--- config.mk ---
export PLATFORM = sky130hd
export DESIGN_NAME = reg_field_core
export DESIGN_NICKNAME = d
export VERILOG_FILES = /design/src/rtl/fld_cfg_pkg.sv /design/src/rtl/fld_sw_rules.sv /design/src/rtl/fld_edge_det.sv /design/src/rtl/fld_hw_rules.sv /design/src/rtl/reg_field_core.sv
export SDC_FILE = /design/constraint.sdc
export NUM_CORES = 1
export LEC_CHECK = 0
export CORE_MARGIN = 3
export CORE_UTILIZATION = 27
export CTS_CLUSTER_DIAMETER = 100
export DETAILED_ROUTE_END_ITERATION = 10
export HOLD_SLACK_MARGIN = 0.15
export PLACE_DENSITY = 0.78
export SLEW_MARGIN = 20
export SYNTH_ARGS = -nofsm -noshare
export SYNTH_HDL_FRONTEND = slang
export SYNTH_SLANG_ARGS = --single-unit
--- constraint.sdc ---
create_clock -name clk -period 1.1 [get_ports clk]
set_input_delay 0.22 -clock clk [delete_from_list [all_inputs] [get_ports clk]]
set_output_delay 0.22 -clock clk [all_outputs]
set_load 0.01 [all_outputs]
--- src/rtl/fld_cfg_pkg.sv ---
package fld_cfg_pkg;

  typedef enum logic [1:0] {
    RDFX_NONE,
    RDFX_CLR,
    RDFX_SET
  } rd_fx_e;

  typedef enum logic [3:0] {
    WRFX_NONE,
    WRFX_LOAD,
    WRFX_ONE_SET,
    WRFX_ONE_CLR,
    WRFX_ONE_TGL,
    WRFX_ZERO_SET,
    WRFX_ZERO_CLR,
    WRFX_ZERO_TGL,
    WRFX_ALL_CLR,
    WRFX_ALL_SET
  } wr_fx_e;

  typedef enum logic [1:0] {
    HWWR_NONE,
    HWWR_ALWAYS,
    HWWR_EN_HI,
    HWWR_EN_LO
  } hw_wr_e;

  typedef enum logic [3:0] {
    IRQ_NONE,
    IRQ_LEVEL,
    IRQ_BITS,
    IRQ_RISE_STK,
    IRQ_FALL_STK,
    IRQ_ANY_STK,
    IRQ_RISE_PLS,
    IRQ_FALL_PLS,
    IRQ_ANY_PLS
  } irq_e;

  function automatic bit irq_is_edge(irq_e m);
    return m inside {IRQ_RISE_STK, IRQ_FALL_STK, IRQ_ANY_STK,
                     IRQ_RISE_PLS, IRQ_FALL_PLS, IRQ_ANY_PLS};
  endfunction

  function automatic bit irq_is_sticky(irq_e m);
    return m inside {IRQ_LEVEL, IRQ_BITS, IRQ_RISE_STK, IRQ_FALL_STK, IRQ_ANY_STK};
  endfunction

endpackage

--- src/rtl/fld_sw_rules.sv ---
module fld_sw_rules
  import fld_cfg_pkg::*;
#(
  parameter int     WIDTH = 8,
  parameter rd_fx_e RD_FX = RDFX_NONE,
  parameter wr_fx_e WR_FX = WRFX_LOAD,
  parameter bit     PULSE = 1'b0
) (
  input  logic [WIDTH-1:0] cur_i,
  input  logic             stb_i,
  input  logic             wr_i,
  input  logic [WIDTH-1:0] wdata_i,
  input  logic [WIDTH-1:0] be_i,
  output logic             hit_o,
  output logic [WIDTH-1:0] nxt_o,
  output logic             acc_o,
  output logic             mod_o
);

  localparam bit WRITABLE = PULSE || (WR_FX != WRFX_NONE);
  localparam bit RD_SIDE  = (RD_FX != RDFX_NONE);

  logic             wr_acc;
  logic             rd_acc;
  logic [WIDTH-1:0] ones_sel;
  logic [WIDTH-1:0] zeros_sel;
  logic             wr_hit;
  logic [WIDTH-1:0] wr_val;

  assign wr_acc    = stb_i & wr_i;
  assign rd_acc    = stb_i & ~wr_i;
  assign ones_sel  = wdata_i & be_i;
  assign zeros_sel = ~wdata_i & be_i;

  // Write-side rule selected by WR_FX
  always_comb begin
    wr_hit = 1'b1;
    wr_val = cur_i;
    case (WR_FX)
      WRFX_LOAD:      wr_val = (cur_i & ~be_i) | ones_sel;
      WRFX_ONE_SET:   wr_val = cur_i | ones_sel;
      WRFX_ONE_CLR:   wr_val = cur_i & ~ones_sel;
      WRFX_ONE_TGL:   wr_val = cur_i ^ ones_sel;
      WRFX_ZERO_SET:  wr_val = cur_i | zeros_sel;
      WRFX_ZERO_CLR:  wr_val = cur_i & ~zeros_sel;
      WRFX_ZERO_TGL:  wr_val = cur_i ^ zeros_sel;
      WRFX_ALL_CLR:   wr_val = '0;
      WRFX_ALL_SET:   wr_val = '1;
      default:        wr_hit = 1'b0;
    endcase
  end

  // Software group order: single pulse, write rule, read rule
  always_comb begin
    hit_o = 1'b0;
    nxt_o = cur_i;
    if (PULSE && wr_acc) begin
      hit_o = 1'b1;
      nxt_o = ones_sel;
    end else if (wr_acc && wr_hit) begin
      hit_o = 1'b1;
      nxt_o = wr_val;
    end else if (rd_acc && RD_SIDE) begin
      hit_o = 1'b1;
      nxt_o = (RD_FX == RDFX_SET) ? '1 : '0;
    end
  end

  assign acc_o = rd_acc;

  generate
    if (WRITABLE && !RD_SIDE) begin : g_mod_wr
      assign mod_o = wr_acc;
    end else if (WRITABLE && RD_SIDE) begin : g_mod_any
      assign mod_o = stb_i;
    end else if (RD_SIDE) begin : g_mod_rd
      assign mod_o = rd_acc;
    end else begin : g_mod_none
      assign mod_o = 1'b0;
    end
  endgenerate

endmodule

--- src/rtl/fld_edge_det.sv ---
module fld_edge_det
  import fld_cfg_pkg::*;
#(
  parameter int   WIDTH = 8,
  parameter irq_e MODE  = IRQ_RISE_STK
) (
  input  logic             clk,
  input  logic             rst,
  input  logic [WIDTH-1:0] src_i,
  output logic [WIDTH-1:0] ev_o
);

  logic [WIDTH-1:0] prev_q;

  always_ff @(posedge clk) begin
    if (rst) prev_q <= '0;
    else     prev_q <= src_i;
  end

  always_comb begin
    case (MODE)
      IRQ_RISE_STK, IRQ_RISE_PLS: ev_o = src_i & ~prev_q;
      IRQ_FALL_STK, IRQ_FALL_PLS: ev_o = ~src_i & prev_q;
      default:                    ev_o = src_i ^ prev_q;
    endcase
  end

endmodule

--- src/rtl/fld_hw_rules.sv ---
module fld_hw_rules
  import fld_cfg_pkg::*;
#(
  parameter int     WIDTH  = 8,
  parameter hw_wr_e HW_WR  = HWWR_EN_HI,
  parameter irq_e   IRQ    = IRQ_NONE,
  parameter bit     SET_EN = 1'b0,
  parameter bit     CLR_EN = 1'b0
) (
  input  logic [WIDTH-1:0] cur_i,
  input  logic [WIDTH-1:0] data_i,
  input  logic             we_i,
  input  logic             we_n_i,
  input  logic             set_i,
  input  logic             clr_i,
  input  logic [WIDTH-1:0] ev_i,
  output logic             hit_o,
  output logic [WIDTH-1:0] nxt_o
);

  logic             src_hit;
  logic [WIDTH-1:0] src_val;

  // Lowest hardware tier: interrupt capture or hardware write
  always_comb begin
    src_hit = 1'b0;
    src_val = cur_i;
    if (IRQ != IRQ_NONE) begin
      case (IRQ)
        IRQ_LEVEL: begin
          if (cur_i == '0 && ev_i != '0) begin
            src_hit = 1'b1;
            src_val = ev_i;
          end
        end
        IRQ_BITS, IRQ_RISE_STK, IRQ_FALL_STK, IRQ_ANY_STK: begin
          if (ev_i != '0) begin
            src_hit = 1'b1;
            src_val = cur_i | ev_i;
          end
        end
        default: begin
          src_hit = 1'b1;
          src_val = ev_i;
        end
      endcase
    end else begin
      case (HW_WR)
        HWWR_ALWAYS: begin
          src_hit = 1'b1;
          src_val = data_i;
        end
        HWWR_EN_HI: begin
          src_hit = we_i;
          src_val = data_i;
        end
        HWWR_EN_LO: begin
          src_hit = ~we_n_i;
          src_val = data_i;
        end
        default: src_hit = 1'b0;
      endcase
    end
  end

  // Hardware group order: clear, set, then capture/write
  always_comb begin
    if (CLR_EN && clr_i) begin
      hit_o = 1'b1;
      nxt_o = '0;
    end else if (SET_EN && set_i) begin
      hit_o = 1'b1;
      nxt_o = '1;
    end else begin
      hit_o = src_hit;
      nxt_o = src_val;
    end
  end

endmodule

--- src/rtl/reg_field_core.sv ---
module reg_field_core
  import fld_cfg_pkg::*;
#(
  parameter int               WIDTH   = 8,
  parameter logic [WIDTH-1:0] RST_VAL = '0,
  parameter rd_fx_e           RD_FX   = RDFX_NONE,
  parameter wr_fx_e           WR_FX   = WRFX_LOAD,
  parameter bit               PULSE   = 1'b0,
  parameter hw_wr_e           HW_WR   = HWWR_EN_HI,
  parameter irq_e             IRQ     = IRQ_NONE,
  parameter bit               SET_EN  = 1'b0,
  parameter bit               CLR_EN  = 1'b0,
  parameter bit               SW_WINS = 1'b1
) (
  input  logic             clk,
  input  logic             rst,
  input  logic             sw_stb,
  input  logic             sw_wr,
  input  logic [WIDTH-1:0] sw_wdata,
  input  logic [WIDTH-1:0] sw_be,
  input  logic [WIDTH-1:0] hw_data,
  input  logic             hw_we,
  input  logic             hw_we_n,
  input  logic             hw_set,
  input  logic             hw_clr,
  input  logic [WIDTH-1:0] hw_irq,
  output logic [WIDTH-1:0] fld_q,
  output logic             sw_acc,
  output logic             sw_mod
);

  localparam bit STICKY = irq_is_sticky(IRQ);
  localparam bit QUIET_HW = (HW_WR == HWWR_NONE) && (IRQ == IRQ_NONE) && !SET_EN;

  logic             sw_hit;
  logic [WIDTH-1:0] sw_nxt;
  logic             hw_hit;
  logic [WIDTH-1:0] hw_nxt;
  logic [WIDTH-1:0] irq_ev;
  logic [WIDTH-1:0] idle_val;
  logic [WIDTH-1:0] fld_d;

  fld_sw_rules #(
    .WIDTH (WIDTH),
    .RD_FX (RD_FX),
    .WR_FX (WR_FX),
    .PULSE (PULSE)
  ) u_sw (
    .cur_i   (fld_q),
    .stb_i   (sw_stb),
    .wr_i    (sw_wr),
    .wdata_i (sw_wdata),
    .be_i    (sw_be),
    .hit_o   (sw_hit),
    .nxt_o   (sw_nxt),
    .acc_o   (sw_acc),
    .mod_o   (sw_mod)
  );

  generate
    if (irq_is_edge(IRQ)) begin : g_edge
      fld_edge_det #(
        .WIDTH (WIDTH),
        .MODE  (IRQ)
      ) u_edge (
        .clk   (clk),
        .rst   (rst),
        .src_i (hw_irq),
        .ev_o  (irq_ev)
      );
    end else begin : g_level
      assign irq_ev = hw_irq;
    end
  endgenerate

  fld_hw_rules #(
    .WIDTH  (WIDTH),
    .HW_WR  (HW_WR),
    .IRQ    (IRQ),
    .SET_EN (SET_EN),
    .CLR_EN (CLR_EN)
  ) u_hw (
    .cur_i  (fld_q),
    .data_i (hw_data),
    .we_i   (hw_we),
    .we_n_i (hw_we_n),
    .set_i  (hw_set),
    .clr_i  (hw_clr),
    .ev_i   (irq_ev),
    .hit_o  (hw_hit),
    .nxt_o  (hw_nxt)
  );

  assign idle_val = PULSE ? '0 : fld_q;

  // Group arbitration
  always_comb begin
    if (SW_WINS) begin
      if (sw_hit)      fld_d = sw_nxt;
      else if (hw_hit) fld_d = hw_nxt;
      else             fld_d = idle_val;
    end else begin
      if (hw_hit)      fld_d = hw_nxt;
      else if (sw_hit) fld_d = sw_nxt;
      else             fld_d = idle_val;
    end
  end

  always_ff @(posedge clk) begin
    if (rst) fld_q <= RST_VAL;
    else     fld_q <= fld_d;
  end


  rst_value_chk: assert property (@(posedge clk) rst |=> (fld_q == RST_VAL));


  hwclr_first_chk: assert property (@(posedge clk) disable iff (rst)
    (!SW_WINS && CLR_EN && hw_clr) |=> (fld_q == '0));


  rdclr_chk: assert property (@(posedge clk) disable iff (rst)
    (SW_WINS && RD_FX == RDFX_CLR && sw_stb && !sw_wr) |=> (fld_q == '0));


  pulse_drop_chk: assert property (@(posedge clk) disable iff (rst)
    (PULSE && QUIET_HW && !(sw_stb && sw_wr) && !(RD_FX == RDFX_SET && sw_stb))
    |=> (fld_q == '0));


  sticky_hold_chk: assert property (@(posedge clk) disable iff (rst)
    (STICKY && !PULSE && !sw_stb && !(CLR_EN && hw_clr))
    |=> ((fld_q & $past(fld_q)) == $past(fld_q)));

endmodule

### After elaboration in Yosys (flattened, before gate mapping)

Index checks and enable logic that the tools add are counted.

* register bits after elaboration: 8
* input bits: 40
* output and inout port bits: 10
* logic and storage cells: 15

* equal/unequal tests: 1
* muxes and demuxes: 4
* bitwise gates (word level): 7
* reduce and logical (&&, ||, !) cells: 2

Operators with widths (count)
* $mux W8: 3
* $and A8 B8 Y8: 2
* $not A8 Y8: 1
* $or A8 B8 Y8: 1
* $and A1 B1 Y1: 2
* $ne A2 B2 Y1 const B: 1
* $reduce_and A2 Y1: 1
* $reduce_bool A2 Y1: 1
* $mux W1: 1
* $not A1 Y1: 1

### Longest topological paths before layout

Gate-level depths: netlist of run 1.

* word-level depth: 5
* mapped depth: 5
* gate-level depth less buffers: 4

### Hierarchy

A second synthesis of run 1 with hierarchy kept.

* cell total of the unflattened synthesis: 65
* area total of the unflattened synthesis: 636.9 sq um

Modules (own cells, without submodules)
* reg_field_core: times used 1, cells an instance 35, area an instance 369.1 sq um, sequential area each 160.2 sq um
* fld_sw_rules: times used 1, cells an instance 21, area an instance 200.2 sq um, sequential area each 0.0 sq um
* fld_hw_rules: times used 1, cells an instance 9, area an instance 67.6 sq um, sequential area each 0.0 sq um

### Least setup slack after synthesis of run 1

No wires, ideal clock.

* kind: input port to flip-flop
* start: input sw_wr
* end: register with a tool-made name
* library setup time: 0.131 ns
* data arrival time: 0.796 ns
* slack: 0.173 ns
* stages on the path: 5
* path buffers: 1
* cell sequence: nand2_2 > clkinv_2 > buf_6 > nor3b_1 > a2111oi_2

RTL lines
* start, declared: line reg_field_core.sv:18 `input logic sw_wr,`

==> results of run 1 <==
how the worst max path moves through the flow:
stage / slack [ns] / start / to / cells after the start
finish: 0.04 / register / fld_q[1] / 1
global route: -0.002 / sw_wr / register / 6
CTS: -0.002 / hw_we / register / 4
detailed placement: -0.50 / sw_wr / sw_acc / 3
global placement: -0.48 / sw_wr / sw_acc / 3
floorplan: 0.17 / sw_wr / register / 5
cell families after synthesis:
logic type	share of synthesized area (%)
compound gates	27.9
buf+inv	5.90
flops	34.3
simple gates	31.9
power by group:
group	total (uW)	internal (uW)	switching, uW
Clock	231	125	106
Combinational	316	189	127
Sequential	330	315	14.3
routing by layer:
layer | GRT usage, % | vias up | wire length [microns]
li1 | - | 283 | -
met1 | 17.4 | 256 | 677
met2 | 25.7 | 33 | 829
met3 | 3.38 | 4 | 200
met4 | 9.68 | 0 | 34
met5 | 0 | - | 0
per-stage QoR:
| step | cells | total power, uW | setup TNS (ns) | instance area (sq um) |
|---|---|---|---|---|
| after floorplan | 47 | 434 | 0 | 467 |
| after global placement | 104 | 619 | -4.08 | 882 |
| after detailed placement | 104 | 623 | -4.49 | 882 |
| after CTS | 107 | 856 | -0.00226 | 922 |
| after global routing | 109 | 922 | -0.00190 | 968 |
| final | 109 | 877 | 0 | 968 |
synth_stat cells:
| cell type | count |
|---|---|
| nor3b_1 | 16 |
| a21oi_1 | 8 |
| dfxtp_1 | 8 |
| a2111oi_1 | 6 |
| a2111oi_2 | 2 |
| buf_6 | 2 |
| and2b_1 | 1 |
| clkinv_2 | 1 |
| nand2_1 | 1 |
| nand2_2 | 1 |
| nand2_4 | 1 |
layout make-up:
class,instances,area share [%]
multi-input cells,36,35.8
inverters,1,0.517
repair buffers,45,42.8
clock buffers,3,2.33
well taps,16,2.07
flip-flops and latches,8,16.5
repair_timing:
item                                    CTS  global route
endpoints found under the setup margin   18            16
buffers inserted                          0             2
hold endpoints to repair                  0             0
hold buffers                              0             0
resized for setup                        24            17
pin swaps                                 1             1
==> metrics.txt, run 1 <==
delay-heaviest family, CP=flip-flops; # DRC=0; worst-path cell chain=dlygate4sd2_1; Setup Skew=0 ns; Hold Slack=around 0.46 ns; Detailed Route WL=between 1500 and 2000 microns; # rows=14; P&R area growth vs syn=108%; CP Class=reg -> out; number of DRC markers in iteration 0=7; most common cell after layout, fill and taps aside=clkdlybuf4s50_1; first-pass GRT wire length=2370 microns; sequential cell area=160 sq um; Worst-path clk slew=0.06 ns; Num CTS Buffers=3; library cells used by synthesis=11; Post-Route Utilization=between 60% and 70%; Port Buffers=38; total congestion overflow=0; Max-slew headroom=between 70 and 80%; hold depth=4; drt pass-1 iters=4; VDD IR max=546 uV; Power Dens Cells=905 nW/um^2; slowest cell on the critical path=dfxtp_1; most frequent cells in the layout=clkdlybuf4s50_1 (25), nor3b_1 (16), dfxtp_1 (8); top post-synthesis cells by area=dfxtp_1 (34%), nor3b_1 (26%), a2111oi_1 (13%); Yosys top cell area share=34.3%; Final Slew Violations=0; Die Y-Extent=between 40 and 50 microns; part of the Yosys area used for sequential elements=between 30% and 40%; via count=576; Tightest Pin Transition=around 0.36 ns; fin crit period=1.06 ns; final period utilization=96.1%; nature of the critical path startpoint=register; buffers and inverters on the worst path=1; path depth of the worst reg2reg path=2; clk root buf=clkbuf_4; largest net degree at the start of global routing=11; Syn Nets=87; top cell type by total area after synthesis=dfxtp_1; diode count=0; drt wl/cell=16.0 microns; Req. time, crit path=0.88 ns; min-delay worst type=in -> reg; Max stage delay on crit path=0.32 ns; Arrival @ worst endpoint=0.84 ns; Avg Synthesized Cell Area=9.93 sq um; flop-to-flop setup slack=0.22 ns; CTS tree=done; Hold Crit Start=hw_we; final setup fails=0; Antenna Nets Post-Route=0; status=complete, no violations; starting density of the core=29.9%; routability cong.=0.725; clock buffer depth=2; hpwl dp=1190 microns; via/cell ratio=5.28; clock sinks=8; via count of the first global-routing pass=565; pre-CTS setup slack=-0.499 ns; Die Footprint=2260 sq um; Yosys warning count=0; P_leak=~0.00036 uW; Overall Global Routing Usage=15.3%; Final nets=between 100 and 150; Yosys reg bits=8; critical path endpoint category=output pin; worst-skew pair later-pin latency=0.25 ns; share of cells above drive strength 1=29.0%; initial antenna violation count=0; core area=1560 sq um; max-cap viol count=0; Mapped Cells=47; worst-path fanout max=2; Multi-input gate area=347 sq um; final hold vios=0; I/O Pins=50; htree depth=1; FILL cells=121; Max Clk Rate=0.946 GHz; mapped cell area=467 sq um; Die Wd=47.6 microns; worst setup margin=0.0434 ns
No activity file was read; power rests on OpenSTA's default activity.
==> inputs of run 2 (changes only) <==
--- a/config.mk
+++ b/config.mk
@@ -11,4 +11,5 @@
 export DETAILED_ROUTE_END_ITERATION = 10
+export GPL_TIMING_DRIVEN = 1
 export HOLD_SLACK_MARGIN = 0.15
-export PLACE_DENSITY = 0.78
+export PLACE_DENSITY_LB_ADDON = 0.15
 export SLEW_MARGIN = 20
--- a/constraint.sdc
+++ b/constraint.sdc
@@ -3,2 +3,2 @@
 set_output_delay 0.22 -clock clk [all_outputs]
-set_load 0.01 [all_outputs]
+set_load 0.1 [all_outputs]
==> run 2 against run 1 <==
Effect of this change: fmax increased by 4.5%; utilization is 7.4 points higher; highest routed layer is now met3; via count grew 3.1%; die area stayed put; critical path depth is 2 higher; largest power group is now combinational cells; hold slack better by 0.081 ns.
==> metrics.txt, run 2 (same netlist as run 1, synthesis figures left out) <==
critical path endpoint category=register; total congestion overflow=0 (unchanged); flop-to-flop setup slack=0.21 ns (about the same); hpwl dp=1230 microns (+3.6%); clock buffer depth=2 (unchanged); final hold vios=0 (unchanged); Finished Cell Area=1080 sq um (+12%); Setup Skew=0 ns (unchanged); clock sinks=8 (unchanged); Power Dens Cells=1070 nW/um^2 (+18%); P_sw=441 uW (+78%); TNS Setup=0 ns (unchanged); Overall Global Routing Usage=15.4% (+0.15 points); Gate power share=49.3% (+13 points); Max-slew headroom=80.0% (+3.9 points); # DRC=0 (unchanged); # rows=14 (unchanged); first-pass GRT wire length=2490 microns (+4.9%); drt pass-1 iters=4 (unchanged); final period utilization=91.9% (-4.2 points); VDD IR max=725 uV (+33%); path depth of the worst reg2reg path=2 (unchanged); hold depth=6 (+2); htree depth=1 (unchanged); P_int=717 uW (+14%); via count=594 (+3.1%); I/O Pins=50 (unchanged); CP Class=in -> reg; RSZ-0062 raised after global routing=no; Detailed Route WL=1630 microns (-6.5%); final setup fails=0 (unchanged); diode count=0 (unchanged); Arrival @ worst endpoint=1.14 ns (+0.30 ns); # hold bufs at CTS=0 (unchanged); routability cong.=0.717 (-1.1%); core area=1560 sq um (unchanged); min-delay worst type=in -> reg; Tot Pwr=1160 uW (+32%); FILL cells=126 (+4.1%); initial antenna violation count=0 (unchanged); largest net degree at the start of global routing=11 (unchanged); Final nets=138 (+2.2%); most common cell after layout, fill and taps aside=clkdlybuf4s50_1; Max Clk Rate=0.989 GHz (+4.5%); worst-skew pair later-pin latency=0.25 ns (about the same); Area after DPL=1030 sq um (+16%); nature of the critical path startpoint=input port; clk root buf=clkbuf_4; max-cap viol count=0 (unchanged); Die Wd=47.6 microns (unchanged); CTS tree=done; Hold Crit Start=sw_stb; via/cell ratio=5.26 (-0.53%); Num CTS Buffers=3 (unchanged); clock network fraction of total power=21.2% (-5.1 points); Antenna Nets Post-Route=0 (unchanged); P&R area growth vs syn=132%; status=complete, no violations; Worst-path clk slew=0.06 ns (about the same); Die Y-Extent=47.6 microns (unchanged); starting density of the core=29.9% (unchanged); Reg power frac=29.6% (-8.0 points); Post-Route Utilization=69.5% (+7.4 points); Multi-input gate area=295 sq um (-15%); number of DRC markers in iteration 0=5 (-2); via count of the first global-routing pass=561 (-0.71%); Tightest Pin Transition=0.299 ns (-0.0581 ns); Die Footprint=2260 sq um (unchanged); drt wl/cell=14.4 microns (-9.8%); Port Buffers=38 (unchanged); sequential cell area=188 sq um (+17%); Sw Ratio=38.1% (+9.9 points); fin crit period=1.01 ns (-0.0459 ns); worst-path fanout max=2 (unchanged); most frequent cells in the layout=clkdlybuf4s50_1 (25), nor3b_1 (15), buf_12 (10); P_leak=0.000398 uW (+12%); share of cells above drive strength 1=43.3% (+14 points); Req. time, crit path=1.23 ns (+0.35 ns); Final Slew Violations=0 (unchanged)
-- run 2: power groups by stage --
stage / Clock (uW) / Sequential (uW) / Combinational (uW)
5_1_grt: 273 / 346 / 594
3_3_place_gp: 0 / 348 / 552
2_1_floorplan: 0 / 517 / 116
6_report: 245 / 342 / 570
3_5_place_dp: 0 / 349 / 558
4_1_cts: 256 / 342 / 574
-- run 2: routing by layer --
layer  vias to the layer above  wire, microns  track usage, %
met5                         -              0               0
met4                         0              0            4.84
met3                         0            148            3.01
met1                       277            692            19.6
li1                        288              -               -
met2                        29            786            26.2
-- run 2: area by class of cell --
type                            count  share of cell area (%)
Sequential cell                     8                    17.3
Inverter                            1                   0.808
Tap cell                           16                    1.85
Clock buffer                        4                    2.42
Multi-Input combinational cell     36                    27.3
Timing Repair Buffer               48                    50.3
-- run 2: stage by stage --
step / setup slack (ns) / std cells / hold WS [ns]
after floorplan: -0.0858 / 47 / 0.289
after global placement: -0.433 / 106 / 0.564
after detailed placement: -0.488 / 106 / 0.572
after CTS: 0.00225 / 113 / 0.556
after global routing: 0.0213 / 113 / 0.567
final: 0.0894 / 113 / 0.546
-- run 2: what timing repair did --
| item | in CTS | in global routing |
|---|---|---|
| endpoints found under the setup margin | 10 | 7 |
| resized for setup | 9 | 3 |
| setup buffers | 2 | 0 |
| cloned | 1 | 0 |
| pin swaps | 1 | 1 |
-- run 2: worst max-delay path by stage --
stage                        start       end  slack (ns)
after floorplan           register  register       -0.09
after global placement       sw_wr  register       -0.43
after detailed placement     sw_wr  register       -0.49
after CTS                   sw_stb    sw_mod       0.002
after global routing      sw_be[1]  register        0.02
final                     sw_be[1]  register        0.09
-- run 2: critical path, stage by stage --
cell,delay (ns)
clkdlybuf4s50_1,0.43
nor3b_1,0.15
a2111oi_1,0.34
==> inputs of run 3 (changes only) <==
- GPL_ROUTABILITY_DRIVEN: unset -> 1
- clock period: 1.1 -> 1.13 ns (I/O delays scaled with it)
==> run 3 against run 2 <==
Effect of this change: clock power shrank 3%; utilization is 5.5 points higher; combinational power is 4.0% higher; sequential share of layout area is 1.3 points lower; register-to-register slack improved by 0.06 ns; largest power group unchanged.
==> metrics.txt, run 3 (same netlist as run 1, synthesis figures left out) <==
# DRC=0 (unchanged); final period utilization=97.7%; via count=576 (-3.0%); worst-path cell chain=dlygate4sd2_1 -> and2b_2 -> buf_12; number of DRC markers in iteration 0=5 (unchanged); Port Buffers=38 (unchanged); drt wl/cell=14.3 microns (-0.70%); Max stage delay on crit path=0.25 ns (-0.18 ns); flop-to-flop setup slack=0.27 ns (+0.06 ns); status=complete, no violations; Final nets=136 (-1.4%); share of cells above drive strength 1=48.4% (+5.1 points); Final Slew Violations=0 (unchanged); diode count=0 (unchanged); Die Wd=47.6 microns (unchanged); drt pass-1 iters=3 (-1); core area=1560 sq um (unchanged); Placed Cells=106 (unchanged); Power Dens Cells=994 nW/um^2 (-7.0%); slowest cell on the critical path=dlygate4sd2_1; final hold vios=0 (unchanged); Non-Filler Instances=111 (-1.8%); Die Y-Extent=47.6 microns (unchanged); largest net degree at the start of global routing=13 (+2); Arrival @ worst endpoint=0.88 ns (-0.26 ns); pre-CTS setup slack=-0.471 ns (+0.0170 ns); final setup fails=0 (unchanged); Detailed Route WL=1590 microns (-2.5%); CP Class=in -> out; Post-Route Utilization=75.0% (+5.5 points); VDD IR max=795 uV (+9.6%); Tot Pwr=1160 uW (+0.44%); Setup Skew=0 ns (unchanged); via/cell ratio=5.19 (-1.3%); fin crit period=1.10 ns; starting density of the core=29.9% (unchanged); worst-path fanout max=2 (unchanged); Tightest Pin Transition=0.348 ns (+0.0488 ns); total congestion overflow=0 (unchanged); most common cell after layout, fill and taps aside=clkdlybuf4s50_1; buffers and inverters on the worst path=2 (+1); clk root buf=clkbuf_4; hpwl dp=1190 microns (-3.7%); # hold bufs at CTS=0 (unchanged); Max Clk Rate=0.906 GHz; min-delay worst type=in -> reg; htree depth=1 (unchanged); Num CTS Buffers=3 (unchanged); via count of the first global-routing pass=524 (-6.6%); nature of the critical path startpoint=input port; Worst-path clk slew=0.06 ns (about the same); Die Footprint=2260 sq um (unchanged); Overall Global Routing Usage=14.3% (-1.2 points); initial antenna violation count=0 (unchanged); clock buffer depth=2 (unchanged); Antenna Nets Post-Route=0 (unchanged); first-pass GRT wire length=2240 microns (-10%); worst-skew pair later-pin latency=0.25 ns (about the same); Max-slew headroom=76.7% (-3.3 points); P&R area growth vs syn=151%; max-cap viol count=0 (unchanged); CTS tree=done; most frequent cells in the layout=clkdlybuf4s50_1 (25), nor3b_1 (11), buf_12 (10); I/O Pins=50 (unchanged); delay-heaviest family, CP=buffers and inverters; Req. time, crit path=0.90 ns (-0.33 ns); # rows=14 (unchanged); routability cong.=0.715 (-0.38%); RSZ-0062 raised after global routing=yes; clock sinks=8 (unchanged); P_leak=0.000418 uW (+5.1%); worst setup margin=0.0257 ns (-0.0636 ns); critical path endpoint category=output pin
==> run 3: cell types whose count changed in the layout (fill, tap and decap cells not counted), moves of 2 or more <==
cell       delta
a2111oi_2     +2
buf_4         -2
nor3b_2       +3
a2111oi_4     +2
a2111oi_1     -4
nor3b_1       -4
clkbuf_2      -2
==> run 3: metal layers <==
metal / vias to the layer above / share of wire (%) / track usage [%]
met5: - / 0 / 0
met1: 261 / 39 / 16.4
met2: 27 / 50 / 24.3
met4: 0 / 0.44 / 4.84
li1: 286 / - / -
met3: 2 / 10 / 5.26
==> run 3: area by class of cell <==
class / instances / area [sq um]
sequential: 8 / 188
clock buffer: 4 / 26.3
multi-input combinational: 36 / 375
inverter: 1 / 8.76
tap: 16 / 20.0
timing repair buffer: 46 / 552
fill: 118 / 389
==> run 3: power by group <==
group / internal, uW / switching [uW] / total (uW)
Clock: 135 / 102 / 237
Sequential: 307 / 25.0 / 332
Combinational: 274 / 320 / 593
Total: 716 / 446 / 1160
==> run 3: path summary, 6_finish.rpt <==
path / depth (start not counted) / from / endpoint
min reg2reg: 2 / register / register
max reg2reg: 2 / register / register
min: 4 / hw_we / register
max: 3 / sw_wr / sw_acc
==> run 3: repair_timing <==
item                                    CTS  global route
endpoints found under the hold margin     0             0
gates resized for setup                   5            17
buffers inserted                          2             0
endpoints found under the setup margin   10             7
pin swaps                                 2             1
==> run 3: per-stage QoR <==
step / cell area (sq um) / setup TNS, ns / hold slack [ns]
floorplan: 495 / -0.0558 / 0.295
global placement: 1030 / -3.73 / 0.565
detailed placement: 1030 / -4.19 / 0.570
CTS: 1070 / 0 / 0.562
global route: 1170 / -0.0640 / 0.472
finish: 1170 / 0 / 0.461
==> run 3: worst min-delay path, cell delays in order <==
cell	delay [ns]
dlymetal6s2s_1	0.13
buf_6	0.14
nand2_8	0.10
a2111oi_4	0.07
